$ cat config.mk
export PLATFORM = sky130hd
export DESIGN_NAME = dspregs_file
export DESIGN_NICKNAME = d
export VERILOG_FILES = /design/src/rtl/dspregs_pkg.sv /design/src/rtl/dspregs_decode.sv /design/src/rtl/dspregs_word_bank.sv /design/src/rtl/dspregs_acc_lane.sv /design/src/rtl/dspregs_file.sv
export SDC_FILE = /design/constraint.sdc
export NUM_CORES = 1
export LEC_CHECK = 0
export BUFFER_PORTS_ARGS = -buffer_cell sky130_fd_sc_hd__buf_2
export CORE_MARGIN = 1.5
export CORE_UTILIZATION = 45
export DETAILED_ROUTE_END_ITERATION = 8
export HOLD_SLACK_MARGIN = 0.12
export MAX_ROUTING_LAYER = met4
export SYNTH_ARGS = -nofsm -noshare
export SYNTH_HDL_FRONTEND = slang
export SYNTH_SLANG_ARGS = --single-unit
$ cat constraint.sdc
create_clock -name clk -period 4.4 [get_ports clk]
set_input_delay 0 -clock clk [delete_from_list [all_inputs] [get_ports clk]]
set_output_delay 0 -clock clk [all_outputs]
set_load 0.01 [all_outputs]
$ cat src/rtl/dspregs_pkg.sv
package dspregs_pkg;

  localparam int WORD_W   = 16;
  localparam int TOP_SIG  = 8;
  localparam int ACC_W    = 2 * WORD_W + TOP_SIG;
  localparam int AUX_W    = 2 * WORD_W;

  typedef enum logic [3:0] {
    RK_NONE,
    RK_PTR,
    RK_STEP,
    RK_MOD,
    RK_CTRL,
    RK_STAT,
    RK_ACC_TOP,
    RK_ACC_MID,
    RK_ACC_BOT,
    RK_AUX_LO,
    RK_AUX_HI
  } reg_kind_e;

  // Keep only the significant byte of a top field, sign-extended to a word.
  function automatic logic [WORD_W-1:0] top_extend(input logic [WORD_W-1:0] v);
    return {{(WORD_W-TOP_SIG){v[TOP_SIG-1]}}, v[TOP_SIG-1:0]};
  endfunction

  // 40-bit view of an accumulator built from its three fields.
  function automatic logic [ACC_W-1:0] acc_join(input logic [WORD_W-1:0] top,
                                                input logic [WORD_W-1:0] mid,
                                                input logic [WORD_W-1:0] bot);
    return {top[TOP_SIG-1:0], mid, bot};
  endfunction

  // Top field that a 40-bit write produces.
  function automatic logic [WORD_W-1:0] acc_top_of(input logic [ACC_W-1:0] v);
    return top_extend({{(WORD_W-TOP_SIG){1'b0}}, v[ACC_W-1:2*WORD_W]});
  endfunction

  function automatic logic [AUX_W-1:0] aux_join(input logic [WORD_W-1:0] hi,
                                                input logic [WORD_W-1:0] lo);
    return {hi, lo};
  endfunction

endpackage

$ cat src/rtl/dspregs_decode.sv
module dspregs_decode
  import dspregs_pkg::*;
#(
  parameter int IDX_W    = 5,
  parameter int NUM_BANK = 4,
  parameter int NUM_ACC  = 2,
  parameter int NUM_AUX  = 2
) (
  input  logic [IDX_W-1:0] idx,
  output reg_kind_e        kind,
  output logic [IDX_W-1:0] lane
);

  localparam int unsigned STEP_BASE = NUM_BANK;
  localparam int unsigned MOD_BASE  = 2 * NUM_BANK;
  localparam int unsigned CTRL_IDX  = 3 * NUM_BANK;
  localparam int unsigned STAT_IDX  = CTRL_IDX + 1;
  localparam int unsigned TOP_BASE  = STAT_IDX + 1;
  localparam int unsigned MID_BASE  = TOP_BASE + NUM_ACC;
  localparam int unsigned BOT_BASE  = MID_BASE + NUM_ACC;
  localparam int unsigned AXL_BASE  = BOT_BASE + NUM_ACC;
  localparam int unsigned AXH_BASE  = AXL_BASE + NUM_AUX;
  localparam int unsigned END_IDX   = AXH_BASE + NUM_AUX;

  int unsigned v;
  assign v = 32'(idx);

  always_comb begin
    kind = RK_NONE;
    lane = '0;
    if (v < STEP_BASE) begin
      kind = RK_PTR;     lane = IDX_W'(v);
    end else if (v < MOD_BASE) begin
      kind = RK_STEP;    lane = IDX_W'(v - STEP_BASE);
    end else if (v < CTRL_IDX) begin
      kind = RK_MOD;     lane = IDX_W'(v - MOD_BASE);
    end else if (v == CTRL_IDX) begin
      kind = RK_CTRL;
    end else if (v == STAT_IDX) begin
      kind = RK_STAT;
    end else if (v < MID_BASE) begin
      kind = RK_ACC_TOP; lane = IDX_W'(v - TOP_BASE);
    end else if (v < BOT_BASE) begin
      kind = RK_ACC_MID; lane = IDX_W'(v - MID_BASE);
    end else if (v < AXL_BASE) begin
      kind = RK_ACC_BOT; lane = IDX_W'(v - BOT_BASE);
    end else if (v < AXH_BASE) begin
      kind = RK_AUX_LO;  lane = IDX_W'(v - AXL_BASE);
    end else if (v < END_IDX) begin
      kind = RK_AUX_HI;  lane = IDX_W'(v - AXH_BASE);
    end
  end

endmodule

$ cat src/rtl/dspregs_word_bank.sv
module dspregs_word_bank #(
  parameter int N = 4,
  parameter int W = 16
) (
  input  logic                clk,
  input  logic                rst,
  input  logic [N-1:0]        we,
  input  logic [W-1:0]        wdata,
  output logic [N-1:0][W-1:0] q
);

  for (genvar g = 0; g < N; g++) begin : g_word
    always_ff @(posedge clk) begin
      if (rst)        q[g] <= '0;
      else if (we[g]) q[g] <= wdata;
    end
  end

endmodule

$ cat src/rtl/dspregs_acc_lane.sv
module dspregs_acc_lane
  import dspregs_pkg::*;
(
  input  logic              clk,
  input  logic              rst,
  input  logic              mode40,
  input  logic              we_top,
  input  logic              we_mid,
  input  logic              we_bot,
  input  logic [WORD_W-1:0] wdata,
  input  logic              wide_we,
  input  logic [ACC_W-1:0]  wide_data,
  output logic [WORD_W-1:0] top,
  output logic [WORD_W-1:0] mid,
  output logic [WORD_W-1:0] bot
);

  // The 16-bit port outranks the wide port; the caller already masks
  // wide_we on a collision, the ordering here keeps the lane safe alone.
  always_ff @(posedge clk) begin
    if (rst) begin
      top <= '0;
      mid <= '0;
      bot <= '0;
    end else if (we_top) begin
      top <= top_extend(wdata);
    end else if (we_mid) begin
      mid <= wdata;
      if (mode40) begin
        top <= {WORD_W{wdata[WORD_W-1]}};
        bot <= '0;
      end
    end else if (we_bot) begin
      bot <= wdata;
    end else if (wide_we) begin
      bot <= wide_data[WORD_W-1:0];
      mid <= wide_data[2*WORD_W-1:WORD_W];
      top <= acc_top_of(wide_data);
    end
  end

endmodule

$ cat src/rtl/dspregs_file.sv
module dspregs_file
  import dspregs_pkg::*;
#(
  parameter int IDX_W      = 5,
  parameter int NUM_BANK   = 4,
  parameter int NUM_ACC    = 2,
  parameter int NUM_AUX    = 2,
  parameter int MODE40_BIT = 14,
  localparam int ACC_SEL_W = (NUM_ACC > 1) ? $clog2(NUM_ACC) : 1,
  localparam int AUX_SEL_W = (NUM_AUX > 1) ? $clog2(NUM_AUX) : 1
) (
  input  logic                 clk,
  input  logic                 rst,
  input  logic [IDX_W-1:0]     rd_idx,
  output logic [WORD_W-1:0]    rd_data,
  input  logic                 wr_en,
  input  logic [IDX_W-1:0]     wr_idx,
  input  logic [WORD_W-1:0]    wr_data,
  input  logic [ACC_SEL_W-1:0] acc_rd_sel,
  output logic [ACC_W-1:0]     acc_rd_data,
  input  logic                 acc_wr_en,
  input  logic [ACC_SEL_W-1:0] acc_wr_sel,
  input  logic [ACC_W-1:0]     acc_wr_data,
  input  logic [AUX_SEL_W-1:0] aux_rd_sel,
  output logic [AUX_W-1:0]     aux_rd_data
);

  // ---------------- index decode ----------------
  reg_kind_e        rd_kind, wr_kind;
  logic [IDX_W-1:0] rd_lane, wr_lane;

  dspregs_decode #(.IDX_W(IDX_W), .NUM_BANK(NUM_BANK), .NUM_ACC(NUM_ACC), .NUM_AUX(NUM_AUX))
    u_rd_dec (.idx(rd_idx), .kind(rd_kind), .lane(rd_lane));
  dspregs_decode #(.IDX_W(IDX_W), .NUM_BANK(NUM_BANK), .NUM_ACC(NUM_ACC), .NUM_AUX(NUM_AUX))
    u_wr_dec (.idx(wr_idx), .kind(wr_kind), .lane(wr_lane));

  // Named events, also watched by the checker.
  logic wr_hits_top, wr_hits_mid, wr_hits_bot, rd_unused, wide_blocked, mode40;
  assign wr_hits_top = wr_en && (wr_kind == RK_ACC_TOP);
  assign wr_hits_mid = wr_en && (wr_kind == RK_ACC_MID);
  assign wr_hits_bot = wr_en && (wr_kind == RK_ACC_BOT);
  assign rd_unused   = (rd_kind == RK_NONE);

  // ---------------- write enables ----------------
  logic [NUM_BANK-1:0] ptr_we, step_we, mod_we;
  logic [1:0]          cs_we;
  logic [NUM_AUX-1:0]  axl_we, axh_we;
  logic [NUM_ACC-1:0]  top_we, mid_we, bot_we, wide_hit, wide_we;

  for (genvar g = 0; g < NUM_BANK; g++) begin : g_bank_we
    assign ptr_we[g]  = wr_en && (wr_kind == RK_PTR)  && (wr_lane == IDX_W'(g));
    assign step_we[g] = wr_en && (wr_kind == RK_STEP) && (wr_lane == IDX_W'(g));
    assign mod_we[g]  = wr_en && (wr_kind == RK_MOD)  && (wr_lane == IDX_W'(g));
  end
  assign cs_we[0] = wr_en && (wr_kind == RK_CTRL);
  assign cs_we[1] = wr_en && (wr_kind == RK_STAT);

  for (genvar g = 0; g < NUM_AUX; g++) begin : g_aux_we
    assign axl_we[g] = wr_en && (wr_kind == RK_AUX_LO) && (wr_lane == IDX_W'(g));
    assign axh_we[g] = wr_en && (wr_kind == RK_AUX_HI) && (wr_lane == IDX_W'(g));
  end

  for (genvar g = 0; g < NUM_ACC; g++) begin : g_acc_we
    assign top_we[g]   = wr_hits_top && (wr_lane == IDX_W'(g));
    assign mid_we[g]   = wr_hits_mid && (wr_lane == IDX_W'(g));
    assign bot_we[g]   = wr_hits_bot && (wr_lane == IDX_W'(g));
    assign wide_hit[g] = acc_wr_en && (acc_wr_sel == ACC_SEL_W'(g));
    assign wide_we[g]  = wide_hit[g] && !(top_we[g] || mid_we[g] || bot_we[g]);
  end
  assign wide_blocked = |(wide_hit & ~wide_we);

  // ---------------- storage ----------------
  logic [NUM_BANK-1:0][WORD_W-1:0] ptr_q, step_q, mod_q;
  logic [1:0][WORD_W-1:0]          cs_q;
  logic [NUM_AUX-1:0][WORD_W-1:0]  axl_q, axh_q;
  logic [NUM_ACC-1:0][WORD_W-1:0]  acc_top, acc_mid, acc_bot;

  dspregs_word_bank #(.N(NUM_BANK), .W(WORD_W)) u_ptr
    (.clk(clk), .rst(rst), .we(ptr_we),  .wdata(wr_data), .q(ptr_q));
  dspregs_word_bank #(.N(NUM_BANK), .W(WORD_W)) u_step
    (.clk(clk), .rst(rst), .we(step_we), .wdata(wr_data), .q(step_q));
  dspregs_word_bank #(.N(NUM_BANK), .W(WORD_W)) u_mod
    (.clk(clk), .rst(rst), .we(mod_we),  .wdata(wr_data), .q(mod_q));
  dspregs_word_bank #(.N(2), .W(WORD_W)) u_cs
    (.clk(clk), .rst(rst), .we(cs_we),   .wdata(wr_data), .q(cs_q));
  dspregs_word_bank #(.N(NUM_AUX), .W(WORD_W)) u_axl
    (.clk(clk), .rst(rst), .we(axl_we),  .wdata(wr_data), .q(axl_q));
  dspregs_word_bank #(.N(NUM_AUX), .W(WORD_W)) u_axh
    (.clk(clk), .rst(rst), .we(axh_we),  .wdata(wr_data), .q(axh_q));

  assign mode40 = cs_q[1][MODE40_BIT];

  for (genvar g = 0; g < NUM_ACC; g++) begin : g_acc
    dspregs_acc_lane u_lane (
      .clk(clk), .rst(rst), .mode40(mode40),
      .we_top(top_we[g]), .we_mid(mid_we[g]), .we_bot(bot_we[g]),
      .wdata(wr_data), .wide_we(wide_we[g]), .wide_data(acc_wr_data),
      .top(acc_top[g]), .mid(acc_mid[g]), .bot(acc_bot[g])
    );
  end

  // ---------------- read paths ----------------
  always_comb begin
    rd_data = '0;
    unique case (rd_kind)
      RK_CTRL: rd_data = cs_q[0];
      RK_STAT: rd_data = cs_q[1];
      default: begin
        for (int i = 0; i < NUM_BANK; i++) begin
          if (rd_lane == IDX_W'(i)) begin
            if (rd_kind == RK_PTR)  rd_data = ptr_q[i];
            if (rd_kind == RK_STEP) rd_data = step_q[i];
            if (rd_kind == RK_MOD)  rd_data = mod_q[i];
          end
        end
        for (int i = 0; i < NUM_ACC; i++) begin
          if (rd_lane == IDX_W'(i)) begin
            if (rd_kind == RK_ACC_TOP) rd_data = acc_top[i];
            if (rd_kind == RK_ACC_MID) rd_data = acc_mid[i];
            if (rd_kind == RK_ACC_BOT) rd_data = acc_bot[i];
          end
        end
        for (int i = 0; i < NUM_AUX; i++) begin
          if (rd_lane == IDX_W'(i)) begin
            if (rd_kind == RK_AUX_LO) rd_data = axl_q[i];
            if (rd_kind == RK_AUX_HI) rd_data = axh_q[i];
          end
        end
      end
    endcase
  end

  always_comb begin
    acc_rd_data = '0;
    for (int i = 0; i < NUM_ACC; i++)
      if (acc_rd_sel == ACC_SEL_W'(i))
        acc_rd_data = acc_join(acc_top[i], acc_mid[i], acc_bot[i]);
  end

  always_comb begin
    aux_rd_data = '0;
    for (int i = 0; i < NUM_AUX; i++)
      if (aux_rd_sel == AUX_SEL_W'(i))
        aux_rd_data = aux_join(axh_q[i], axl_q[i]);
  end

endmodule

---- Word level (Yosys, flattened, before mapping) ----
Cells that the tools add are included.
storage, ports and cells
  register bits ........................... 384
  output and inout port bits .............. 88
operators by class
  add/sub/neg operators ................... 14
  $lt $le $gt $ge ......................... 16
  equality and inequality tests ........... 38
  multiplexer cells ....................... 99
  bitwise operators ....................... 3
  reduce and logical (&&, ||, !) cells .... 57
operators with widths
  operator                                                    number
  two-way mux 16 bit                                          56
  two-way mux 5 bit                                           20
  two-way mux 4 bit                                           20
  less-than comparator 5 bit, second input constant           10
  two-way mux 40 bit                                          1
  subtractor 5 bit, second input constant                     8
  logical AND 1 bit                                           36
  equality test 4 x 3 -> 1 bit, second input constant         8
  two-way mux 32 bit                                          1
  one-hot mux 16 bit (2 select lines)                         1
  equality test 4 bit, second input constant                  6
  equality test 5 x 2 -> 1 bit, second input constant         4
  equality test 5 x 4 -> 1 bit, second input constant         4
  less-than comparator 5 x 4 -> 1 bit, second input constant  4
  subtractor 5 x 4 -> 5 bit, second input constant            4
  AND reduction 3 bit                                         6
  equality test 4 x 2 -> 1 bit, second input constant         4
  nonzero test 3 bit                                          4
  equality test 5 x 1 -> 1 bit, second input constant         2
  logical NOT 5 bit                                           2
  less-than comparator 5 x 3 -> 1 bit, second input constant  2
  subtractor 5 x 3 -> 5 bit, second input constant            2
  equality test 4 x 1 -> 1 bit, second input constant         2
  inequality test 3 x 1 -> 1 bit, second input constant       2
  other kinds (8)                                             18

---- Depth between registers and ports, before layout ----
  depth after elaboration ................. 47
  gate-level depth with buffers ........... 15

---- Hierarchy ----
A second synthesis with hierarchy kept.
unflattened totals
  cells, all modules ...................... 2262
  area, all modules ....................... 20935.1 um^2
by module, submodules not included
  module                         times used  cells each  area an instance (um^2)  sequential area each (um^2)
  dspregs_word_bank (u_mod ...)  3           207         2322.2                   1281.2
  dspregs_file                   1           762         5233.8                   0.0
  dspregs_acc_lane               2           208         2095.8                   800.8
  dspregs_word_bank (u_axh ...)  3           103         1157.4                   640.6
  dspregs_decode                 2           77          535.5                    0.0

---- Worst setup path before layout ----
OpenSTA, ideal clock, no wires.
  kind .................................... input-to-reg
  start ................................... input wr_idx[4]
  end ..................................... register u_axh.q[21] (netlist name)
  library setup time ...................... 0.128 ns
  arrival time ............................ 2.940 ns
  slack ................................... 1.332 ns
  stages on the path ...................... 14
  buffers on the path ..................... 4
  cell sequence ........................... buf_2 > inv_1 > ha_1 > nand2_2 > o311a_1 > o31a_1 > a311o_1 > buf_6 > or2_4 > buf_6 > nor3_4 > buf_6 > mux2i_1 > nor2_1
between the ends
  word-level cells in the longest chain between the ends .. 14
  elaborated cells on any way between the ends .. 41
  those cells by class .................... add/sub: 7; order compare: 8; eq/ne: 4; mux: 20; reduce/logical: 2
ends and longest elaborated chain
  element                        line                     RTL
  start, declared                dspregs_file.sv:17       input logic [IDX_W-1:0] wr_idx,
  less-than comparator 5 bit     dspregs_decode.sv:49     end else if (v < END_IDX) begin
  two-way mux 4 bit              dspregs_decode.sv:49
  two-way mux 4 bit              dspregs_decode.sv:47     end else if (v < AXH_BASE) begin
  two-way mux 4 bit              dspregs_decode.sv:45     end else if (v < AXL_BASE) begin
  two-way mux 4 bit              dspregs_decode.sv:43     end else if (v < BOT_BASE) begin
  two-way mux 4 bit              dspregs_decode.sv:41     end else if (v < MID_BASE) begin
  two-way mux 4 bit              dspregs_decode.sv:39     end else if (v == STAT_IDX) begin
  two-way mux 4 bit              dspregs_decode.sv:37     end else if (v == CTRL_IDX) begin
  two-way mux 4 bit              dspregs_decode.sv:35     end else if (v < CTRL_IDX) begin
  two-way mux 4 bit              dspregs_decode.sv:33     end else if (v < MOD_BASE) begin
  two-way mux 4 bit              dspregs_decode.sv:31     if (v < STEP_BASE) begin
  equality test 4 bit            dspregs_file.sv:60       assign axh_we[g] = wr_en && (wr_kind == RK_AUX_HI) && (wr_lane == IDX_W'(g));
  logical AND 1 bit              dspregs_file.sv:60
  logical AND 1 bit *            dspregs_file.sv:60
  end signal, assigned by index  dspregs_word_bank.sv:15  else if (we[g]) q[g] <= wdata;
  end, declared                  dspregs_word_bank.sv:9   output logic [N-1:0][W-1:0] q
Every way passes the cells marked *; elsewhere a longest branch is shown, timed or not.
A chain may end at the register's enable or synchronous reset.

---- Final worst setup path ----
  start ................................... input rd_idx[2]
  end ..................................... output rd_data[13]
between the ends
  word-level cells in the longest chain between the ends .. 47
  elaborated cells on any way between the ends .. 86
  those cells by class .................... add/sub: 7; order compare: 8; eq/ne: 15; mux: 55; reduce/logical: 1
ends and longest elaborated chain
  element                                line                  RTL
  start, declared                        dspregs_file.sv:14    input logic [IDX_W-1:0] rd_idx,
  less-than comparator 5 bit             dspregs_decode.sv:49
  two-way mux 4 bit                      dspregs_decode.sv:49
  two-way mux 4 bit                      dspregs_decode.sv:47
  two-way mux 4 bit                      dspregs_decode.sv:45
  two-way mux 4 bit                      dspregs_decode.sv:43
  two-way mux 4 bit                      dspregs_decode.sv:41
  two-way mux 4 bit                      dspregs_decode.sv:39
  two-way mux 4 bit                      dspregs_decode.sv:37
  (+31 left out)                         -
  two-way mux 16 bit                     dspregs_file.sv:117   if (rd_lane == IDX_W'(i)) begin
  two-way mux 16 bit                     dspregs_file.sv:125   if (rd_kind == RK_AUX_LO) rd_data = axl_q[i];
  two-way mux 16 bit                     dspregs_file.sv:126   if (rd_kind == RK_AUX_HI) rd_data = axh_q[i];
  two-way mux 16 bit                     dspregs_file.sv:124   if (rd_lane == IDX_W'(i)) begin
  two-way mux 16 bit                     dspregs_file.sv:125
  two-way mux 16 bit                     dspregs_file.sv:126
  two-way mux 16 bit                     dspregs_file.sv:124
  one-hot mux 16 bit (2 select lines) *  dspregs_file.sv:105   unique case (rd_kind)
  end, declared                          dspregs_file.sv:15    output logic [WORD_W-1:0] rd_data,
Every way passes the cells marked *; elsewhere a longest branch is shown, timed or not. The select of a mux whose other input is x is not followed.

==> results.cfg <==
[run]
max-cap-violations = 0

[timing]
period_share_pct = 82.7
rsz0062_at_grt = no
slew_viol_final = 0
tns_ns = 0
worst_slew_pin_slew_ns = 1.07
hold_viol = 0
max_freq_ghz = 0.275
hold_ws_ns = 0.193
timing.final.crit_period_ns = 3.64
finalClockSkew_ns = 0.00766
setup_viol = 0
maxSlewHeadroom_pct = 28.4

[place]
dp_hpwl_um = 53000
portBuffers = 160
gp_congestion = 0.955
place_area_sq_um = 21200
dp_cells = 2922

[synthesis]
async_flop_share_pct = 0
syn_inst = 2277
syn-mean-instance-area_sq_um = 8.65
synth_edf_count = 0
synthesis.nets = 2372
yosysSeqAreaShare_pct = 37.4
yosys_register_bits = 368
syn_area_sq_um = 19700
synth_cell_type_count = 89
yosysWarningCount = 0
ys.flop_type = dfxtp_1

[hold_path]
hp-start = wr_en
hold_path_end = u_step.q[15]
hold_depth = 6
hp-class = in2reg

[layout]
layout-drive-gt1-share_pct = 18.3
fin_area_sq_um = 23300
synthToLayoutAreaGrowth_pct = 18.5
layout.area.seq_sq_um = 7370
multiInputGateArea_sq_um = 11400
fillCellCount = 4070
num-nets-final = 2547
layout.cells.non_filler = 3071

[die]
dieWidth_um = 212
initial_core_util_pct = 45.6
pin_count = 161
die_h_um = 212
dieArea_sq_um = 45000
num_rows = 76
coreArea_sq_um = 43200

[routing]
top_layer_used = met4
wl_met1_um = 33600
routed_wl_um = 78700
drt_iter0_markers = 1970
via_count = 18800
route.detailed.drc = 0
wl_met2_um = 35000
wl_met3_um = 6240
avgViaCountPerCell = 6.11
routedWlPerCell_um = 25.6
drtPass1Iterations = 6
ant_nets = 0

[critical_path]
r2r_cells = 5
rrSetupSlack_ns = 2.42
cp.required_ns = 4.40
r2r_end = g_acc[1].u_lane.top[1]
r2r_start = u_cs.q[30]
crit_path_max_fanout = 20
endpoint_kind = output pin
start_kind = primary input
critPathArrivalTime_ns = 3.64
critPathKind = in2out

[pwr]
vdd_drop_max_uv = 253
p_leak_nw = 9.82
powerDensity_nw_per_um2 = 356

[clock_tree]
tritoncts = built
h-tree-depth = 2
path_clk_slew_ns = 0.06
clock_path_buffers = 3
clock_sink_count = 368
cts_buffers = 42
root_buffer = clkbuf_16
clk_latency_ns = 0.58

[global_route]
antenna_found_initial = 3
gr-total-overflow = 0
grt_pass1_wl_um = 116000
grt_max_degree = 178
grt_pass1_vias = 17900
track_usage_pct = 35.4

[outcome]
status = finished clean
==> cell families (layout without fill, tap and decap cells) <==
group | count (synthesis) | count (layout) | synth area share (%)
AO/OA/AOI/OAI | 547 | 547 | 19.3
buffers and inverters | 220 | 426 | 4.86
XOR/XNOR | 4 | 4 | 0.178
flip-flops | 368 | 368 | 37.4
adder cells (fa/ha/maj) | 22 | 22 | 1.40
other | 0 | 3 | 0
multiplexers | 408 | 408 | 21.2
AND/OR/NAND/NOR | 708 | 708 | 15.6
==> worst max path at each step <==
stage              start                      end  slack [ns]
5_1_grt        rd_idx[2]               rd_data[7]        0.52
3_5_place_dp   wr_idx[4]  g_acc[1].u_lane.bot[11]        0.54
4_1_cts        rd_idx[2]              rd_data[13]        0.86
3_3_place_gp   wr_idx[4]  g_acc[1].u_lane.bot[10]        0.63
6_report       rd_idx[2]              rd_data[13]        0.76
2_1_floorplan  wr_idx[4]              u_axh.q[21]        1.33
==> state kept, by name, summed over array words and instances (netlist names) <==
name              flops
u_mod.q              64
u_ptr.q              64
u_step.q             64
g_acc.u_lane.bot     32
g_acc.u_lane.mid     32
u_axh.q              32
u_axl.q              32
u_cs.q               32
g_acc.u_lane.top     16
==> layer usage <==
layer	global-route usage, %	vias up
met2	54.2	854
met1	45.4	9152
met4	16.5	0
met3	5.95	206
li1	-	8540
met5	-	-
==> Yosys cell counts (29+ instances only) <==
cell type / number / area (sq um)
dfxtp_1: 368 / 7370
nor2_1: 340 / 1280
mux2i_1: 331 / 3310
o2bb2ai_1: 29 / 254
o22ai_1: 51 / 319
nand3_1: 33 / 165
nand2_1: 223 / 837
o21ai_0: 74 / 370
mux2_2: 77 / 867
clkbuf_1: 129 / 484
a21oi_1: 143 / 716
a211oi_1: 41 / 308
buf_2: 42 / 210
==> cell usage in the layout (no fill, tap or decap), types with 20 or more instances in the layout <==
cell type | netlist | final
o21ai_0 | 74 | 73
ha_1 | 22 | 21
dfxtp_1 | 368 | 368
o2bb2ai_1 | 29 | 29
nand2_1 | 223 | 222
a221oi_1 | 22 | 22
nand3_1 | 33 | 33
dlygate4sd3_1 | 0 | 71
a22oi_1 | 25 | 25
o22ai_1 | 51 | 51
nor3_1 | 27 | 27
a21oi_1 | 143 | 143
clkbuf_16 | 0 | 43
mux2_2 | 77 | 77
mux2i_1 | 331 | 331
inv_1 | 20 | 20
a211oi_1 | 41 | 41
nor2_1 | 340 | 339
buf_4 | 7 | 98
buf_2 | 42 | 159
==> power by group <==
group | switching, W | internal (W)
Combinational | 0.000710 | 0.000372
Sequential | 0.0000773 | 0.00340
Clock | 0.00149 | 0.00225
Total | 0.00227 | 0.00603
==> through the flow <==
step | total power, W | util, % | setup WS, ns
floorplan | 0.00411 | - | 1.33
CTS | 0.00831 | 54.0 | 0.855
global route | 0.00853 | 54.0 | 0.515
finish | 0.00830 | 54.0 | 0.759
global placement | 0.00454 | 49.0 | 0.633
detailed placement | 0.00454 | 49.0 | 0.537
==> critical path: stages <==
cell and delay (ns):
buf_2 0.33, ha_1 0.29, nor3b_1 0.34, nand2_1 0.25, a32oi_1 0.29, nand3_1 0.22, a21oi_1 0.83, buf_4 0.32
o21ai_0 0.21, o22a_1 0.26, o31ai_1 0.09, buf_2 0.20
==> area by class of cell <==
type | count | share of cell area [%]
Multi-Input combinational cell | 1689 | 48.9
Sequential cell | 368 | 31.6
Timing Repair Buffer | 330 | 9.76
Clock buffer | 57 | 5.10
Tap cell | 585 | 3.14
Clock inverter | 18 | 1.13
Inverter | 21 | 0.338
Antenna cell | 3 | 0.0322
==> repair_timing <==
item,in CTS,in global routing
hold buffers,71,0
setup endpoints to repair,0,0
setup buffers,0,0
endpoints found under the hold margin,293,0
resized for setup,0,0
Note: power is estimated with default switching activity, not from simulation.
